--- config.mk ---
export PLATFORM = sky130hd
export DESIGN_NAME = dram_page_ctrl
export DESIGN_NICKNAME = d
export VERILOG_FILES = /design/src/rtl/dpc_pkg.sv /design/src/rtl/dpc_page_match.sv /design/src/rtl/dpc_rfsh_timer.sv /design/src/rtl/dpc_seq.sv /design/src/rtl/dram_page_ctrl.sv
export SDC_FILE = /design/constraint.sdc
export NUM_CORES = 1
export LEC_CHECK = 0
export BUFFER_PORTS_ARGS = -buffer_cell sky130_fd_sc_hd__buf_2
export CAP_MARGIN = 40
export CELL_PAD_IN_SITES_DETAIL_PLACEMENT = 0
export CELL_PAD_IN_SITES_GLOBAL_PLACEMENT = 2
export CORE_MARGIN = 1
export CORE_UTILIZATION = 30
export CTS_BUF_LIST = sky130_fd_sc_hd__clkbuf_16
export DETAILED_ROUTE_END_ITERATION = 10
export GPL_TIMING_DRIVEN = 1
export PLACE_DENSITY = 0.85
export SKIP_LAST_GASP = 1
export SLEW_MARGIN = 20
export SYNTH_ARGS = -nofsm -noshare
export SYNTH_HDL_FRONTEND = slang
export SYNTH_HIERARCHICAL = 1
export SYNTH_SLANG_ARGS = --single-unit
--- constraint.sdc ---
create_clock -name clk -period 4.4 [get_ports clk]
set_input_delay 0.88 -clock clk [delete_from_list [all_inputs] [get_ports clk]]
set_output_delay 0.88 -clock clk [all_outputs]
set_load 0.005 [all_outputs]
--- src/rtl/dpc_pkg.sv ---
package dpc_pkg;

    localparam int ADDR_W = 26;
    localparam int LSB_W  = 5;

    typedef enum logic [2:0] {
        ST_IDLE,
        ST_PRECH,
        ST_CAS_GO,
        ST_CAS_ON,
        ST_RF_PRE,
        ST_RF_CAS,
        ST_RF_RAS
    } seq_state_t;

    typedef struct packed {
        logic ras;
        logic cas;
        logic ack;
    } strobe_t;

    // Lowest address bit that takes part in the page comparison.
    function automatic logic [LSB_W-1:0] cmp_lsb(input logic [2:0] code, input logic narrow);
        int v;
        v = 10 + (int'(code) + 1) / 2 - (narrow ? 1 : 0);
        return LSB_W'(v);
    endfunction

    // Page mode with zero wait states needs the stretched write.
    function automatic logic cfg_conflict(input logic pgmode, input logic dlywr, input logic wait_zero);
        return pgmode && wait_zero && !dlywr;
    endfunction

endpackage

--- src/rtl/dpc_page_match.sv ---
module dpc_page_match
    import dpc_pkg::*;
#(
    parameter int AW = ADDR_W
) (
    input  logic [AW-1:0] addr_i,
    input  logic [AW-1:0] open_page_i,
    input  logic [2:0]    code_i,
    input  logic          narrow_i,
    output logic          match_o
);
    logic [LSB_W-1:0] lsb;
    logic [AW-1:0]    mask;
    logic [AW-1:0]    diff;

    assign lsb = cmp_lsb(code_i, narrow_i);

    for (genvar i = 0; i < AW; i++) begin : g_mask
        assign mask[i] = (LSB_W'(i) >= lsb);
    end

    assign diff    = (addr_i ^ open_page_i) & mask;
    assign match_o = ~|diff;

endmodule

--- src/rtl/dpc_rfsh_timer.sv ---
module dpc_rfsh_timer #(
    parameter int PRESCALE = 16,
    parameter int RC_W     = 8
) (
    input  logic            clk,
    input  logic            rst,
    input  logic [RC_W-1:0] count_i,
    output logic            pulse_o
);
    localparam int PRE_W = (PRESCALE > 1) ? $clog2(PRESCALE) : 1;

    logic [PRE_W-1:0] pre_q;
    logic [RC_W-1:0]  rc_q;
    logic             tick;
    logic             wrap;

    assign tick    = (pre_q == PRE_W'(PRESCALE - 1));
    assign wrap    = (rc_q >= count_i);
    assign pulse_o = tick && wrap;

    always_ff @(posedge clk) begin
        if (rst) begin
            pre_q <= '0;
            rc_q  <= '0;
        end else begin
            pre_q <= tick ? '0 : pre_q + 1'b1;
            if (tick) begin
                rc_q <= wrap ? '0 : rc_q + 1'b1;
            end
        end
    end

    AST_PULSE_SPACED: assert property (@(posedge clk) disable iff (rst)
        pulse_o |=> !pulse_o);

endmodule

--- src/rtl/dpc_seq.sv ---
module dpc_seq
    import dpc_pkg::*;
#(
    parameter int AW     = ADDR_W,
    parameter int WAIT_W = 4
) (
    input  logic              clk,
    input  logic              rst,
    input  logic              req_i,
    input  logic [AW-1:0]     addr_i,
    input  logic              wr_i,
    input  logic              pgmode_i,
    input  logic              dlywr_i,
    input  logic              cfg_err_i,
    input  logic [WAIT_W-1:0] wait_i,
    input  logic              match_i,
    input  logic              rfsh_i,
    output logic [AW-1:0]     open_page_o,
    output logic              ras_o,
    output logic              cas_o,
    output logic              ack_o,
    output logic              hit_o
);
    seq_state_t        state_q;
    strobe_t           pins_q;
    logic [WAIT_W-1:0] cnt_q;
    logic [AW-1:0]     page_q;
    logic              page_valid_q;
    logic              pend_q;
    logic              hit_q;
    logic              accept;
    logic              hit;
    logic              stretch;

    assign accept  = req_i && !pins_q.ack && !pend_q;
    assign hit     = page_valid_q && pgmode_i && match_i;
    assign stretch = wr_i && (dlywr_i || cfg_err_i);

    always_ff @(posedge clk) begin
        if (rst) begin
            state_q      <= ST_IDLE;
            pins_q       <= '0;
            cnt_q        <= '0;
            page_q       <= '0;
            page_valid_q <= 1'b0;
            pend_q       <= 1'b0;
            hit_q        <= 1'b0;
        end else begin
            pins_q.ack <= 1'b0;
            if (rfsh_i) begin
                pend_q <= 1'b1;
            end
            case (state_q)
                ST_IDLE: begin
                    if (pend_q) begin
                        pins_q.ras   <= 1'b0;
                        pins_q.cas   <= 1'b0;
                        page_valid_q <= 1'b0;
                        state_q      <= ST_RF_PRE;
                    end else if (accept) begin
                        hit_q <= hit;
                        if (hit) begin
                            if (stretch) begin
                                state_q <= ST_CAS_GO;
                            end else begin
                                pins_q.cas <= 1'b1;
                                cnt_q      <= wait_i;
                                state_q    <= ST_CAS_ON;
                            end
                        end else begin
                            pins_q.ras   <= 1'b0;
                            page_valid_q <= 1'b0;
                            page_q       <= addr_i;
                            state_q      <= ST_PRECH;
                        end
                    end
                end
                ST_PRECH: begin
                    pins_q.ras   <= 1'b1;
                    page_valid_q <= pgmode_i;
                    state_q      <= ST_CAS_GO;
                end
                ST_CAS_GO: begin
                    pins_q.cas <= 1'b1;
                    cnt_q      <= wait_i;
                    state_q    <= ST_CAS_ON;
                end
                ST_CAS_ON: begin
                    if (cnt_q == '0) begin
                        pins_q.cas <= 1'b0;
                        pins_q.ack <= 1'b1;
                        if (!page_valid_q) begin
                            pins_q.ras <= 1'b0;
                        end
                        state_q <= ST_IDLE;
                    end else begin
                        cnt_q <= cnt_q - 1'b1;
                    end
                end
                ST_RF_PRE: begin
                    pins_q.cas <= 1'b1;
                    state_q    <= ST_RF_CAS;
                end
                ST_RF_CAS: begin
                    pins_q.ras <= 1'b1;
                    state_q    <= ST_RF_RAS;
                end
                ST_RF_RAS: begin
                    pins_q.ras <= 1'b0;
                    pins_q.cas <= 1'b0;
                    if (!rfsh_i) begin
                        pend_q <= 1'b0;
                    end
                    state_q <= ST_IDLE;
                end
                default: state_q <= ST_IDLE;
            endcase
        end
    end

    assign open_page_o = page_q;
    assign ras_o       = pins_q.ras;
    assign cas_o       = pins_q.cas;
    assign ack_o       = pins_q.ack;
    assign hit_o       = pins_q.ack && hit_q;

    AST_ACK_ONE_CYCLE: assert property (@(posedge clk) disable iff (rst)
        pins_q.ack |=> !pins_q.ack);
    AST_HIT_ROW_OPEN: assert property (@(posedge clk) disable iff (rst)
        (state_q == ST_IDLE && accept && hit) |-> pins_q.ras);
    AST_CAS_UNDER_RAS: assert property (@(posedge clk) disable iff (rst)
        (state_q == ST_CAS_ON) |-> pins_q.ras);
    AST_RCD_GAP: assert property (@(posedge clk) disable iff (rst)
        ($rose(pins_q.ras) && state_q != ST_RF_RAS) |-> !pins_q.cas);
    AST_CBR_ORDER: assert property (@(posedge clk) disable iff (rst)
        ($rose(pins_q.ras) && state_q == ST_RF_RAS) |-> pins_q.cas);
    AST_FORCED_STRETCH: assert property (@(posedge clk) disable iff (rst)
        (state_q == ST_IDLE && accept && hit && wr_i && cfg_err_i) |=> (state_q == ST_CAS_GO));

endmodule

--- src/rtl/dram_page_ctrl.sv ---
module dram_page_ctrl
    import dpc_pkg::*;
#(
    parameter int AW       = ADDR_W,
    parameter int WAIT_W   = 4,
    parameter int RC_W     = 8,
    parameter int PRESCALE = 16
) (
    input  logic              clk,
    input  logic              rst,
    input  logic              req_i,
    input  logic [AW-1:0]     addr_i,
    input  logic              wr_i,
    input  logic              port16_i,
    input  logic [2:0]        pgsz_i,
    input  logic              pgmode_i,
    input  logic              dlywr_i,
    input  logic [WAIT_W-1:0] wait_i,
    input  logic [RC_W-1:0]   rfcnt_i,
    output logic              ras_o,
    output logic              cas_o,
    output logic              ack_o,
    output logic              hit_o,
    output logic              cfg_err_o
);
    logic [AW-1:0] open_page;
    logic          match;
    logic          rfsh;

    assign cfg_err_o = cfg_conflict(pgmode_i, dlywr_i, wait_i == '0);

    dpc_page_match #(.AW(AW)) u_match (
        .addr_i      (addr_i),
        .open_page_i (open_page),
        .code_i      (pgsz_i),
        .narrow_i    (port16_i),
        .match_o     (match)
    );

    dpc_rfsh_timer #(.PRESCALE(PRESCALE), .RC_W(RC_W)) u_timer (
        .clk     (clk),
        .rst     (rst),
        .count_i (rfcnt_i),
        .pulse_o (rfsh)
    );

    dpc_seq #(.AW(AW), .WAIT_W(WAIT_W)) u_seq (
        .clk         (clk),
        .rst         (rst),
        .req_i       (req_i),
        .addr_i      (addr_i),
        .wr_i        (wr_i),
        .pgmode_i    (pgmode_i),
        .dlywr_i     (dlywr_i),
        .cfg_err_i   (cfg_err_o),
        .wait_i      (wait_i),
        .match_i     (match),
        .rfsh_i      (rfsh),
        .open_page_o (open_page),
        .ras_o       (ras_o),
        .cas_o       (cas_o),
        .ack_o       (ack_o),
        .hit_o       (hit_o)
    );

endmodule

Word-level counts from Yosys, hierarchy flattened
Index checks and enable logic that the tools add are counted.
{"block": "totals", "reg_bits": 51, "input_bits": 48, "elab_cells": 131}
{"block": "op_classes", "add_sub_neg": 7, "magnitude_cmp": 27, "eq_ne": 18, "mux": 29, "bitwise": 6, "n_reduce_logical": 33}
{"cell": "5-bit greater-or-equal comparator (first input constant)", "count": 10}
{"cell": "4-bit by 5-bit greater-or-equal comparator with 1-bit output (first input constant)", "count": 8}
{"cell": "26-bit AND", "count": 1}
{"cell": "26-bit OR reduction", "count": 1}
{"cell": "26-bit bitwise XOR", "count": 1}
{"cell": "3-bit by 5-bit greater-or-equal comparator with 1-bit output (first input constant)", "count": 4}
{"cell": "4-bit 2-to-1 mux", "count": 5}
{"cell": "3-bit one-hot mux with 6 select lines", "count": 1}
{"cell": "3-bit 2-to-1 mux", "count": 5}
{"cell": "4-bit one-hot mux with 3 select lines", "count": 1}
{"cell": "1-bit 2-to-1 mux", "count": 11}
{"cell": "1-bit by 5-bit greater-or-equal comparator with 1-bit output (first input constant)", "count": 2}
{"cell": "2-bit by 5-bit greater-or-equal comparator with 1-bit output (first input constant)", "count": 2}
{"cell": "5-bit AND reduction", "count": 2}
{"cell": "3-bit == test (second input constant)", "count": 3}
{"cell": "1-bit logical AND", "count": 9}
{"cell": "8-bit by 1-bit adder with 8-bit output (second input constant)", "count": 1}
{"cell": "8-bit greater-or-equal comparator", "count": 1}
{"cell": "4-bit logical NOT", "count": 2}
{"cell": "8-bit 2-to-1 mux", "count": 1}
{"cell": "2-bit inequality test (second input constant)", "count": 4}
{"cell": "1-bit one-hot mux with 4 select lines", "count": 2}
{"cell": "4-bit nonzero test", "count": 2}
{"cell": "2-bit OR reduction", "count": 4}
{"cell": "25 further kinds", "count": 37}

Logic depth before layout (Yosys ltp)
{"block": "logic_depth", "word_depth": 14, "ltp_mapped": 18, "mapped_depth_nobuf": 16}

By module
Netlist, hierarchy kept.
{"mod": "dpc_seq", "n_inst": 1, "cells_per_inst": 219, "area_per_inst_um2": 1717.9, "seq_area_each_um2": 780.7}
{"mod": "dpc_rfsh_timer", "n_inst": 1, "cells_per_inst": 84, "area_per_inst_um2": 716.9, "seq_area_each_um2": 240.2}
{"mod": "dpc_page_match", "n_inst": 1, "cells_per_inst": 96, "area_per_inst_um2": 698.2, "seq_area_each_um2": 0.0}
{"mod": "dram_page_ctrl", "n_inst": 1, "cells_per_inst": 2, "area_per_inst_um2": 20.0, "seq_area_each_um2": 0.0}

Least setup slack after synthesis
Ideal clock, no wire load.
{"block": "synth_timing", "path_type": "in2reg", "start": "input pgsz_i[0]", "end": "register u_seq.cnt_q[0]", "setup_ns": 0.086, "t_arrival_ns": 3.942, "required_ns": 4.314, "slack_ns": 0.372, "cell_stages": 17, "path_buffers": 1, "cell_sequence": "ha_1 > inv_1 > ha_1 > inv_1 > ha_1 > inv_1 > ha_1 > o21ai_2 > a2111oi_4 > o211ai_1 > a2111oi_2 > and3_1 > and3_1 > clkbuf_1 > nand4_1 > a22o_1 > a211oi_1"}
{"block": "synth_between", "elab_chain_len": 12, "word_cells_on_any_way": 37}
{"element": "start, declared", "line": "dram_page_ctrl.sv:15", "text": "input logic [2:0] pgsz_i,"}
{"element": "3-bit by 1-bit adder with 4-bit output *", "line": "dpc_pkg.sv:25", "text": "v = 10 + (int'(code) + 1) / 2 - (narrow ? 1 : 0);"}
{"element": "1-bit AND (no source line)"}
{"element": "3-bit by 1-bit adder with 4-bit output (no source line) *"}
{"element": "5-bit adder *", "line": "dpc_pkg.sv:25"}
{"element": "5-bit subtractor *", "line": "dpc_pkg.sv:25"}
{"element": "1-bit by 5-bit greater-or-equal comparator with 1-bit output (tied with other cells)", "line": "dpc_page_match.sv:19", "text": "assign mask[i] = (LSB_W'(i) >= lsb);"}
{"element": "26-bit AND *", "line": "dpc_page_match.sv:22", "text": "assign diff = (addr_i ^ open_page_i) & mask;"}
{"element": "26-bit OR reduction *", "line": "dpc_page_match.sv:23", "text": "assign match_o = ~|diff;"}
{"element": "1-bit logical NOT *", "line": "dpc_page_match.sv:23"}
{"element": "net match", "line": "dram_page_ctrl.sv:27", "text": "logic match;"}
{"element": "1-bit logical AND *", "line": "dpc_seq.sv:36", "text": "assign hit = page_valid_q && pgmode_i && match_i;"}
{"element": "2-bit by 1-bit inequality test with 1-bit output (no source line) *"}
{"element": "6-bit AND reduction (no source line) *"}
{"element": "end signal, assigned", "line": "dpc_seq.sv:67", "text": "cnt_q <= wait_i;"}
{"element": "end signal, assigned", "line": "dpc_seq.sv:85", "text": "cnt_q <= wait_i;"}
{"element": "end signal, assigned", "line": "dpc_seq.sv:97", "text": "cnt_q <= cnt_q - 1'b1;"}
{"element": "end, declared", "line": "dpc_seq.sv:26", "text": "logic [WAIT_W-1:0] cnt_q;"}
The timed path passes the listed nets; every way through them passes the cells marked *.
A chain may end at the register's enable or synchronous reset.

Worst setup path after layout
Ends and elaborated chain as after synthesis.

==> results.sh <==
export IMPL_fp_dieH_um=104.5
export IMPL_synth_net_count=467
export IMPL_worstHoldStart="u_seq/open_page_o[13]"
export IMPL_min_delay_path_depth=2
export IMPL_max_vdd_ir_drop_uv=141.2
export IMPL_drv_slew=0
export IMPL_critical_path_sink_type="flop"
export IMPL_track_usage_pct=14.20
export IMPL_grt_antenna_before_repair=0
export IMPL_hp_class="reg -> reg"
export IMPL_tritoncts_clock_tree="yes"
export IMPL_dominantRegCellSynth="sky130_fd_sc_hd__dfxtp_1"
export IMPL_synth_top_cell_by_area="sky130_fd_sc_hd__dfxtp_1"
export IMPL_final_setup_fails=0
export IMPL_critical_path_reg2reg_startpoint="u_seq/open_page_o[17]"
export IMPL_finish_cell_count_without_fillers=584
export IMPL_dr_pass1_iters=5
export IMPL_worst_r2r_endpoint="u_seq/cnt_q[0]"
export IMPL_max_clock_freq_mhz=248.5
export IMPL_synth_yosys_seq_area_share_pct=32.38
export IMPL_fin_setup_tns_ps=0
export IMPL_nFillCells=1106
export IMPL_netlist_area_um2=3153
export IMPL_first_global_vias=2624
export IMPL_post_synth_and_or_nand_nor_area_fraction_pct=24.64
export IMPL_globalplace_congestion=0.8199
export IMPL_first_pass_grt_wire_length_um=12580
export IMPL_fp_dieW_um=104.5
export IMPL_drtAntennaViolNets=0
export IMPL_synth_edf_count=0
export IMPL_vias=2900
export IMPL_synth_adder_area_share_pct=7.143
export IMPL_cp_max_fo=8
export IMPL_ctsRootBufferMaster="sky130_fd_sc_hd__clkbuf_16"
export IMPL_worst_hold_path_endpoint="u_seq/open_page_o[13]"
export IMPL_clkSinkCount=51
export IMPL_flow_area_growth_from_synthesis_pct=18.25
export IMPL_worst_ep_arrival_time_ps=4230
export IMPL_postSynthRegisterBits=51
export IMPL_postSynthCellCount=401
export IMPL_n_antenna_cell=0
export IMPL_yosysTopAreaCellShare_pct=32.38
export IMPL_number_of_post_cts_setup_repair_buffers=0
export IMPL_dpl_hpwl_um=5555
export IMPL_overall_routed_net_length_um=7538
export IMPL_globalRoute_totalOverflow=0
export IMPL_viasPerCell=4.966
export IMPL_clkLatencyLatePin_ps=290
export IMPL_p_per_area_nw_per_um2=321.9
export IMPL_async_reset_ff_share_pct=0
export IMPL_synth_compound_area_share_pct=20.63
export IMPL_htreeDepth=2
export IMPL_rsz0062_at_grt="no"
export IMPL_synth_xor_area_share_pct=9.167
export IMPL_synth_area_top_cells="sky130_fd_sc_hd__dfxtp_1, sky130_fd_sc_hd__nand2_1, sky130_fd_sc_hd__a21oi_1"
export IMPL_ys_types=54
export IMPL_std_cell_core_area_um2=10280
export IMPL_slew_limit_headroom_pct=67.53
export IMPL_remaining_drc_errors=0
export IMPL_dr_first_iter_drc_count=102
export IMPL_yosysMostFrequentCell="sky130_fd_sc_hd__nand2_1"
export IMPL_regToRegSetupSlack_ps=1830
export IMPL_cp_start_kind="input pin"
export IMPL_cts_buffers_inserted=5
export IMPL_io_buffers=52
export IMPL_io_pins=53
export IMPL_num_nets_final=513
export IMPL_cap_violations=0
export IMPL_synth_mux_area_share_pct=0.3175
export IMPL_layout_drive_gt1_share_pct=16.29
export IMPL_worst_setup_hold_path_clk_slew_ps=70
export IMPL_holdBufCountCts=0
export IMPL_finalHoldViolations=0
export IMPL_run_status="finished, final reports clean"
export IMPL_dominant_combinational_cell_family_by_area_after_synthesis="simple AND/OR/NAND/NOR gates"
export IMPL_finalCriticalPeriod_ps=4025
export IMPL_power_static_leakage_nw=1.551
export IMPL_yosys_warnings=6
export IMPL_grt_max_degree=46
export IMPL_synth_commonest_cells="sky130_fd_sc_hd__nand2_1, sky130_fd_sc_hd__dfxtp_1, sky130_fd_sc_hd__a21oi_1"
export IMPL_max_clock_path_buffers=2
export IMPL_syn_mean_instance_area_um2=7.863
export IMPL_worstMarginPinSlew_ps=482.5
export IMPL_fp_dieArea_um2=10920
export IMPL_worst_endpoint_required_ps=4610
export IMPL_rows=37
export IMPL_initial_utilization_pct=30.68
export IMPL_post_cts_resize_count=0
export IMPL_period_share_pct=91.47
export IMPL_placed_cells=575
export IMPL_r2r_worst_path_cells=9
export IMPL_detail_route_wl_per_cell_um=12.91
export IMPL_timing_worst_setup_path_type="in -> reg"
export IMPL_final_skew_ps=6.258
-- cell usage in the layout, fill, tap and decap left out, types with 6 or more instances in the layout --
cell type and count:
sky130_fd_sc_hd__xnor2_1 10, sky130_fd_sc_hd__ha_1 18, sky130_fd_sc_hd__xor2_1 23, sky130_fd_sc_hd__nor2_1 18, sky130_fd_sc_hd__a21oi_1 49, sky130_fd_sc_hd__dfxtp_1 51, sky130_fd_sc_hd__o21ai_0 15, sky130_fd_sc_hd__nand4_1 6
sky130_fd_sc_hd__nand3_1 17, sky130_fd_sc_hd__nand2_1 71, sky130_fd_sc_hd__inv_1 23, sky130_fd_sc_hd__buf_2 52
-- sequential cells by signal (all words and copies together) (netlist names) --
signal / flops
u_timer/pre_q: 4
u_seq/state_q: 3
u_seq/page_valid_q: 1
u_seq/pend_q: 1
u_seq/open_page_o: 26
u_seq/hit_q: 1
u_timer/rc_q: 8
u_seq/ack_o: 1
u_seq/cnt_q: 4
u_seq/cas_o: 1
u_seq/ras_o: 1
-- how the worst max path moves through the flow --
| stage | startpoint | endpoint | slack [ps] | depth (start not counted) |
|---|---|---|---|---|
| 3_5_place_dp | pgsz_i[0] | u_seq/cnt_q[0] | 50 | 17 |
| 6_report | pgsz_i[0] | u_seq/cnt_q[0] | 380 | 17 |
| 4_1_cts | pgsz_i[0] | u_seq/cnt_q[0] | 370 | 17 |
| 2_1_floorplan | pgsz_i[0] | u_seq/cnt_q[0] | 370 | 17 |
| 3_3_place_gp | pgsz_i[0] | u_seq/cnt_q[0] | 210 | 17 |
| 5_1_grt | pgsz_i[0] | u_seq/cnt_q[0] | 80 | 17 |
-- cell type report --
cell class              count  area, µm²  share of cell area (%)
well taps                 136      170.2                   4.564
multi-input cells         309       1952                   52.35
inverters                  23      86.33                   2.315
repair buffers             57      335.3                   8.993
clock inverters             3      38.79                   1.040
flip-flops and latches     51       1021                   27.38
clock buffers               5      125.1                   3.356
-- critical path, stage by stage --
cell and delay (ps):
sky130_fd_sc_hd__buf_2 110, sky130_fd_sc_hd__ha_1 270, sky130_fd_sc_hd__inv_1 40, sky130_fd_sc_hd__ha_1 160, sky130_fd_sc_hd__inv_1 50, sky130_fd_sc_hd__ha_1 180, sky130_fd_sc_hd__inv_1 80, sky130_fd_sc_hd__ha_1 410
sky130_fd_sc_hd__o21ai_2 120, sky130_fd_sc_hd__a2111oi_4 290, sky130_fd_sc_hd__o211ai_1 140, sky130_fd_sc_hd__a2111oi_2 290, sky130_fd_sc_hd__and3_1 230, sky130_fd_sc_hd__and3_1 290, sky130_fd_sc_hd__nand4_1 200, sky130_fd_sc_hd__a22o_1 270
sky130_fd_sc_hd__a211oi_1 210
-- kinds of logic (layout without fill, tap and decap cells) --
group / after synthesis / count (layout)
flops: 51 / 51
xor+xnor: 33 / 33
mux: 1 / 1
buf+inv: 41 / 88
fa+ha+maj: 18 / 18
compound gates: 103 / 103
simple gates: 154 / 154
-- routing by layer --
metal  part of all wire, %  global-route usage (%)
met5                     0                       0
met2                    49                   24.36
met1                    46                   18.20
met4                   1.2                   4.286
met3                   3.7                   2.130
-- where the power goes --
part | internal (W) | switching, W
Clock | 0.000266 | 0.000175
Sequential | 0.000488 | 0.0000238
Combinational | 0.000107 | 0.000141
Total | 0.000860 | 0.000340
-- per-stage QoR --
stage / hold slack, ps / worst slack, ps / utilization (%) / instance area, µm² / power [W]
after global routing: 484.5 / 79.36 / 36.28 / 3729 / 0.001269
after floorplan: 448.1 / 372.4 / - / 3153 / 0.0006887
after CTS: 467.5 / 367.3 / 36.08 / 3709 / 0.001217
final: 465.2 / 375.1 / 36.28 / 3729 / 0.001200
after detailed placement: 458.1 / 52.94 / 34.49 / 3545 / 0.0007693
after global placement: 453.1 / 205.8 / 34.49 / 3545 / 0.0007661
Power figures use the tool's default switching activity.
